$ cat src/rtl/regsb_pkg.sv
`timescale 1ns/1ps
// Shared types for the register scoreboard issue check.
package regsb_pkg;
    // Stall reason reported alongside stall; bit 0 = RAW, bit 1 = WAW.
    typedef enum logic [1:0] {
        HZ_NONE = 2'b00,
        HZ_RAW  = 2'b01,
        HZ_WAW  = 2'b10,
        HZ_BOTH = 2'b11
    } hazard_e;
endpackage

$ cat src/rtl/regsb_pending.sv
`timescale 1ns/1ps
// Pending-write flag array, one flag per architectural register.
// Assumes at most one set and one clear request per cycle; a set
// wins over a clear that names the same register. With ZERO_VALID
// set, register 0 has no storage and always reads as valid.
module regsb_pending #(
    parameter int NREGS      = 8,
    parameter bit ZERO_VALID = 1'b1,
    localparam int IDXW      = $clog2(NREGS)
) (
    input  logic             clk,
    input  logic             rst_n,
    input  logic             set_en,
    input  logic [IDXW-1:0]  set_idx,
    input  logic             clr_en,
    input  logic [IDXW-1:0]  clr_idx,
    output logic [NREGS-1:0] busy
);
    for (genvar i = 0; i < NREGS; i++) begin : g_flag
        if (ZERO_VALID && i == 0) begin : g_const
            assign busy[i] = 1'b0;
        end else begin : g_store
            logic hit_set;
            logic hit_clr;
            // Decode whether this register is named by a request.
            always_comb begin
                hit_set = set_en && (set_idx == IDXW'(i));
                hit_clr = clr_en && (clr_idx == IDXW'(i));
            end
            // Flag update: reset clears, set has priority over clear.
            always_ff @(posedge clk) begin
                if (!rst_n)       busy[i] <= 1'b0;
                else if (hit_set) busy[i] <= 1'b1;
                else if (hit_clr) busy[i] <= 1'b0;
            end
        end
    end

    AST_SET_MARKS: assert property (@(posedge clk) disable iff (!rst_n)
        set_en && !(ZERO_VALID && set_idx == '0) |=> busy[$past(set_idx)]);
    AST_SET_BEATS_CLEAR: assert property (@(posedge clk) disable iff (!rst_n)
        set_en && clr_en && set_idx == clr_idx && !(ZERO_VALID && set_idx == '0)
        |=> busy[$past(set_idx)]);
    AST_WB_CLEARS: assert property (@(posedge clk) disable iff (!rst_n)
        clr_en && !(set_en && set_idx == clr_idx) |=> !busy[$past(clr_idx)]);
endmodule

$ cat src/rtl/regsb_lookup.sv
`timescale 1ns/1ps
// Reads the pending flag for each requested register index. A
// register being written back in this cycle reads as valid.
// Assumes indices are below NREGS (NREGS a power of two).
module regsb_lookup #(
    parameter int NREGS = 8,
    parameter int PORTS = 3,
    localparam int IDXW = $clog2(NREGS)
) (
    input  logic [NREGS-1:0]           busy,
    input  logic                       clr_en,
    input  logic [IDXW-1:0]            clr_idx,
    input  logic [PORTS-1:0][IDXW-1:0] idx,
    output logic [PORTS-1:0]           pend
);
    logic [NREGS-1:0] eff;

    // Effective flags with the same-cycle writeback bypass applied.
    always_comb begin
        eff = busy;
        if (clr_en) eff[clr_idx] = 1'b0;
    end

    for (genvar p = 0; p < PORTS; p++) begin : g_port
        // One read of the bypassed flags per lookup port.
        always_comb pend[p] = eff[idx[p]];
    end
endmodule

$ cat src/rtl/regsb_verdict.sv
`timescale 1ns/1ps
// Turns the three looked-up flags into stall, dispatch and cause.
// Assumes flags are already bypassed for a same-cycle writeback.
module regsb_verdict
    import regsb_pkg::*;
(
    input  logic    offered,
    input  logic    dst_pend,
    input  logic    src_a_pend,
    input  logic    src_b_pend,
    output logic    stall,
    output logic    dispatch,
    output hazard_e cause
);
    logic raw;
    logic waw;

    // Classify the hazard and choose the outcome for an offered instruction.
    always_comb begin
        raw      = offered && (src_a_pend || src_b_pend);
        waw      = offered && dst_pend;
        stall    = raw || waw;
        dispatch = offered && !(raw || waw);
        cause    = hazard_e'({waw, raw});
    end
endmodule

$ cat src/rtl/regsb_top.sv
`timescale 1ns/1ps
// In-order issue interlock. It decides stall or dispatch for each
// offered three-register instruction, marks the destination on
// dispatch and releases registers on writeback. Assumes one
// instruction offer and one writeback per cycle at most.
module regsb_top
    import regsb_pkg::*;
#(
    parameter int NREGS      = 8,
    parameter bit ZERO_VALID = 1'b1,
    localparam int IDXW      = $clog2(NREGS)
) (
    input  logic            clk,
    input  logic            rst_n,
    input  logic            iss_valid,
    input  logic [IDXW-1:0] iss_dst,
    input  logic [IDXW-1:0] iss_src_a,
    input  logic [IDXW-1:0] iss_src_b,
    input  logic            wb_valid,
    input  logic [IDXW-1:0] wb_idx,
    output logic            stall,
    output logic            dispatch,
    output logic [1:0]      hazard_cause
);
    localparam int LOOKUPS = 3;

    logic [NREGS-1:0]             busy;
    logic [LOOKUPS-1:0][IDXW-1:0] look_idx;
    logic [LOOKUPS-1:0]           look_pend;
    hazard_e                      cause_e;

    // Gather lookup indices: 0 destination, 1 and 2 sources.
    always_comb begin
        look_idx[0] = iss_dst;
        look_idx[1] = iss_src_a;
        look_idx[2] = iss_src_b;
    end

    regsb_pending #(.NREGS(NREGS), .ZERO_VALID(ZERO_VALID)) u_pending (
        .clk     (clk),
        .rst_n   (rst_n),
        .set_en  (dispatch),
        .set_idx (iss_dst),
        .clr_en  (wb_valid),
        .clr_idx (wb_idx),
        .busy    (busy)
    );

    regsb_lookup #(.NREGS(NREGS), .PORTS(LOOKUPS)) u_lookup (
        .busy    (busy),
        .clr_en  (wb_valid),
        .clr_idx (wb_idx),
        .idx     (look_idx),
        .pend    (look_pend)
    );

    regsb_verdict u_verdict (
        .offered    (iss_valid),
        .dst_pend   (look_pend[0]),
        .src_a_pend (look_pend[1]),
        .src_b_pend (look_pend[2]),
        .stall      (stall),
        .dispatch   (dispatch),
        .cause      (cause_e)
    );

    assign hazard_cause = cause_e;

    AST_ONE_OUTCOME: assert property (@(posedge clk) disable iff (!rst_n)
        !(stall && dispatch));
    AST_IDLE_QUIET: assert property (@(posedge clk) disable iff (!rst_n)
        !iss_valid |-> !stall && !dispatch && hazard_cause == 2'b00);
    AST_RAW_SEEN: assert property (@(posedge clk) disable iff (!rst_n)
        iss_valid && busy[iss_src_a] && !(wb_valid && wb_idx == iss_src_a)
        |-> stall && hazard_cause[0]);
    AST_STALL_HOLDS: assert property (@(posedge clk) disable iff (!rst_n)
        stall && !wb_valid |=> $stable(busy));
    AST_ZERO_FREE: assert property (@(posedge clk) disable iff (!rst_n)
        ZERO_VALID |-> !busy[0]);
endmodule

$ cat config.mk
export PLATFORM = sky130hd
export DESIGN_NAME = regsb_top
export DESIGN_NICKNAME = d
export VERILOG_FILES = /design/src/rtl/regsb_pkg.sv /design/src/rtl/regsb_pending.sv /design/src/rtl/regsb_lookup.sv /design/src/rtl/regsb_verdict.sv /design/src/rtl/regsb_top.sv
export SDC_FILE = /design/constraint.sdc
export NUM_CORES = 1
export LEC_CHECK = 0
export ABC_AREA = 1
export BUFFER_PORTS_ARGS = -buffer_cell sky130_fd_sc_hd__buf_4
export CAP_MARGIN = 10
export CORE_ASPECT_RATIO = 1.2
export CORE_MARGIN = 2
export CORE_UTILIZATION = 34
export CTS_CLUSTER_DIAMETER = 80
export DETAILED_ROUTE_END_ITERATION = 8
export PLACE_DENSITY_LB_ADDON = 0.3
export SYNTH_ARGS = -nofsm -noshare
export SYNTH_HDL_FRONTEND = slang
export SYNTH_SLANG_ARGS = --single-unit
export TNS_END_PERCENT = 10
$ cat constraint.sdc
create_clock -name clk -period 1.5 [get_ports clk]
set_clock_uncertainty 0.2 [all_clocks]
set_input_delay 0.075 -clock clk [delete_from_list [all_inputs] [get_ports clk]]
set_output_delay 0.075 -clock clk [all_outputs]
set_load 0.01 [all_outputs]
==> summary.txt <==
CP required -> 1.22 ns
Critical Path Max Stage Delay -> 0.33 ns
Initial antenna violation count -> 0
Final Core Density -> 0.543
Drt pass-1 iters -> 4
Final count of hold timing violations -> 0
Largest register by flop count -> u_pending.busy
Max frequency -> 567 MHz
CTS clock-pin slew for the worst setup and hold paths -> 0.05 ns
Setup TNS -> -2.01 ns
Worst Path Max Fanout -> 3
Detailed-route DRC error count -> 0
Vias per cell -> 5.22
Fin crit period -> 1.76 ns
Worst Hold Class -> input pin to flip-flop
Nets -> 170
Most frequent CP cell -> nand2_1
Critical path class -> flip-flop to primary output
Global placement routability congestion -> 0.885
Ant diodes -> 0
WL/cell -> 11.6 um
Power, Total -> 0.584 mW
Port Buf Inserts -> 19
Syn_nets -> 135
Top flop regs -> u_pending.busy x7
Largest net degree at the start of global routing -> 9
Clk Latency, worst-skew pair -> 0.26 ns
Critical path data arrival time -> 1.49 ns
Vias in the first global route -> 803
Rel. slew slack -> 0.843
Die height -> 52.6 um
Max cap viols -> 0
Flop and latch count out of synthesis -> 7
Root Buffer -> clkbuf_4
Unrepaired setup endpoints after global routing -> true
Design area -> 1000 um^2
CP max stage cell -> dfxtp_2
CP bufs+invs -> 2
Synth cell types -> 18
# setup viols final -> 11
Multi-input logic area -> 480 um^2
Initial core utilization -> 0.361
Dpl cells -> 158
Htree depth -> 1
Dpl hpwl -> 1490 um
Post-Syn Instances -> 119
Status -> finished, violations left
Power Dens Cells -> 581 nW/um^2
Die area -> 2340 um^2
Startpoint Class -> flip-flop
Worst Tran Pin Value -> 0.236 ns
CP delay by family, top -> simple AND/OR/NAND/NOR gates
Tot GR Track Use -> 0.195
Clk buf depth -> 2
Yosys warning total -> 0
Post-Layout Cell Count -> 172
Mapped Area -> 668 um^2
Syn-to-layout area delta -> 50.4%
Max reg flops -> 7
Static leakage -> 0.495 nW
CORE AREA -> 1850 um^2
Sequential share of the synthesized area -> 0.210
Die width -> 44.5 um
DRT iter0 DRCs -> 33
Ports -> 20
Fin. max-slew vios -> 0
Register area -> 143 um^2
Clock sink count -> 7
Congestion Overflow GR -> 0
Cell Rows -> 17
Final Cycle Share -> 1.18
CTS tree -> done
First-pass GRT wire length -> 3300 um
Final ANT Viol Nets -> 0
Vias -> 898
CP endpoint kind -> primary output
Total wire length -> 2000 um
DP Area -> 848 um^2
Critical-path cell list -> buf_6 -> nand3_2 -> nand2_2 -> nand2_1 -> nand2_1 -> nand2_1 -> nand2_2 -> nor2_8 -> a21oi_4 -> nor2_2 -> buf_4
Ratio of cells with drive above 1 in the final layout -> 0.320
Num CTS Buffers -> 3
VDD IR-drop max -> 0.000293 V
Failing checks -> setup timing
Fill cells -> 192
Average size of a mapped cell -> 5.61 um^2
Setup ws final -> -0.263 ns
cell usage after synthesis:
cell / count / area [um^2]
nand3b_1: 1 / 7.51
nor2_2: 2 / 12.5
o21ai_1: 2 / 10.0
buf_4: 2 / 15.0
nand4_1: 8 / 50.1
nand3_1: 17 / 85.1
inv_1: 17 / 63.8
nand2_1: 31 / 116
a21boi_0: 1 / 7.51
nor3_1: 1 / 5.00
nand2_2: 5 / 31.3
clkbuf_2: 1 / 5.00
dfxtp_1: 7 / 140
a21oi_1: 8 / 40.0
nor2_1: 12 / 45.0
nor2_8: 1 / 20.0
inv_2: 1 / 3.75
o21ai_0: 2 / 10.0
report_power, final:
| group | internal [mW] | switching (mW) |
|---|---|---|
| registers | 0.191 | 0.00284 |
| clock network | 0.102 | 0.0756 |
| logic | 0.103 | 0.110 |
| total | 0.395 | 0.188 |
layout make-up:
type / count / area share
inverters: 18 / 0.0672
flip-flops and latches: 7 / 0.142
well taps: 19 / 0.0237
repair buffers: 33 / 0.263
clock buffers: 4 / 0.0262
multi-input cells: 91 / 0.478
kinds of logic after synthesis:
| logic type | synth area share |
|---|---|
| AOI/OAI and AO/OA | 0.101 |
| buffers and inverters | 0.131 |
| and+or+nand+nor | 0.558 |
| DFF | 0.210 |
path summary, 6_finish.rpt:
| kind | startpoint | to | slack (ns) | cells after the start |
|---|---|---|---|---|
| min | wb_idx[2] | u_pending.busy[5] | 0.07 | 6 |
| max reg2reg | u_pending.busy[5] | u_pending.busy[7] | -0.19 | 12 |
| min reg2reg | u_pending.busy[7] | u_pending.busy[7] | 0.32 | 2 |
| max | u_pending.busy[5] | dispatch | -0.26 | 11 |
timing repair:
action	4_1_cts	5_1_grt
hold endpoints to repair	7	0
hold buffers	5	0
pin swaps	1	9
resized for setup	3	11
buffers inserted	1	4
endpoints found under the setup margin	8	11
worst min-delay path, stage by stage:
cell      delay, ns
buf_4          0.08
nand2_1        0.05
inv_2          0.11
a21boi_4       0.07
inv_1          0.05
a21oi_1        0.05
cells in the final DEF, fill, tap and decap left out, types with 4 or more instances in the layout:
cell / count
dfxtp_1: 5
o21ai_1: 4
a21oi_1: 7
dlygate4sd3_1: 5
nand4_1: 8
nand2_2: 7
buf_4: 27
nand2_1: 29
inv_1: 17
nand3_1: 15
nor2_1: 11
layer usage:
layer  track usage  vias to the layer above  wire length (um)
met4         0.146                        0                59
li1              -                      451                 -
met2         0.326                       43              1020
met1         0.210                      399               774
met5             0                        -                 0
met3        0.0414                        5               148
metrics by stage:
step	setup slack, ns	hold slack (ns)
after floorplan	0.0368	0.0721
after global placement	-0.132	0.207
after detailed placement	-0.124	0.210
after CTS	-0.262	0.0555
after global routing	-0.365	0.120
final	-0.263	0.0676
No activity file was read; power rests on OpenSTA's default activity.
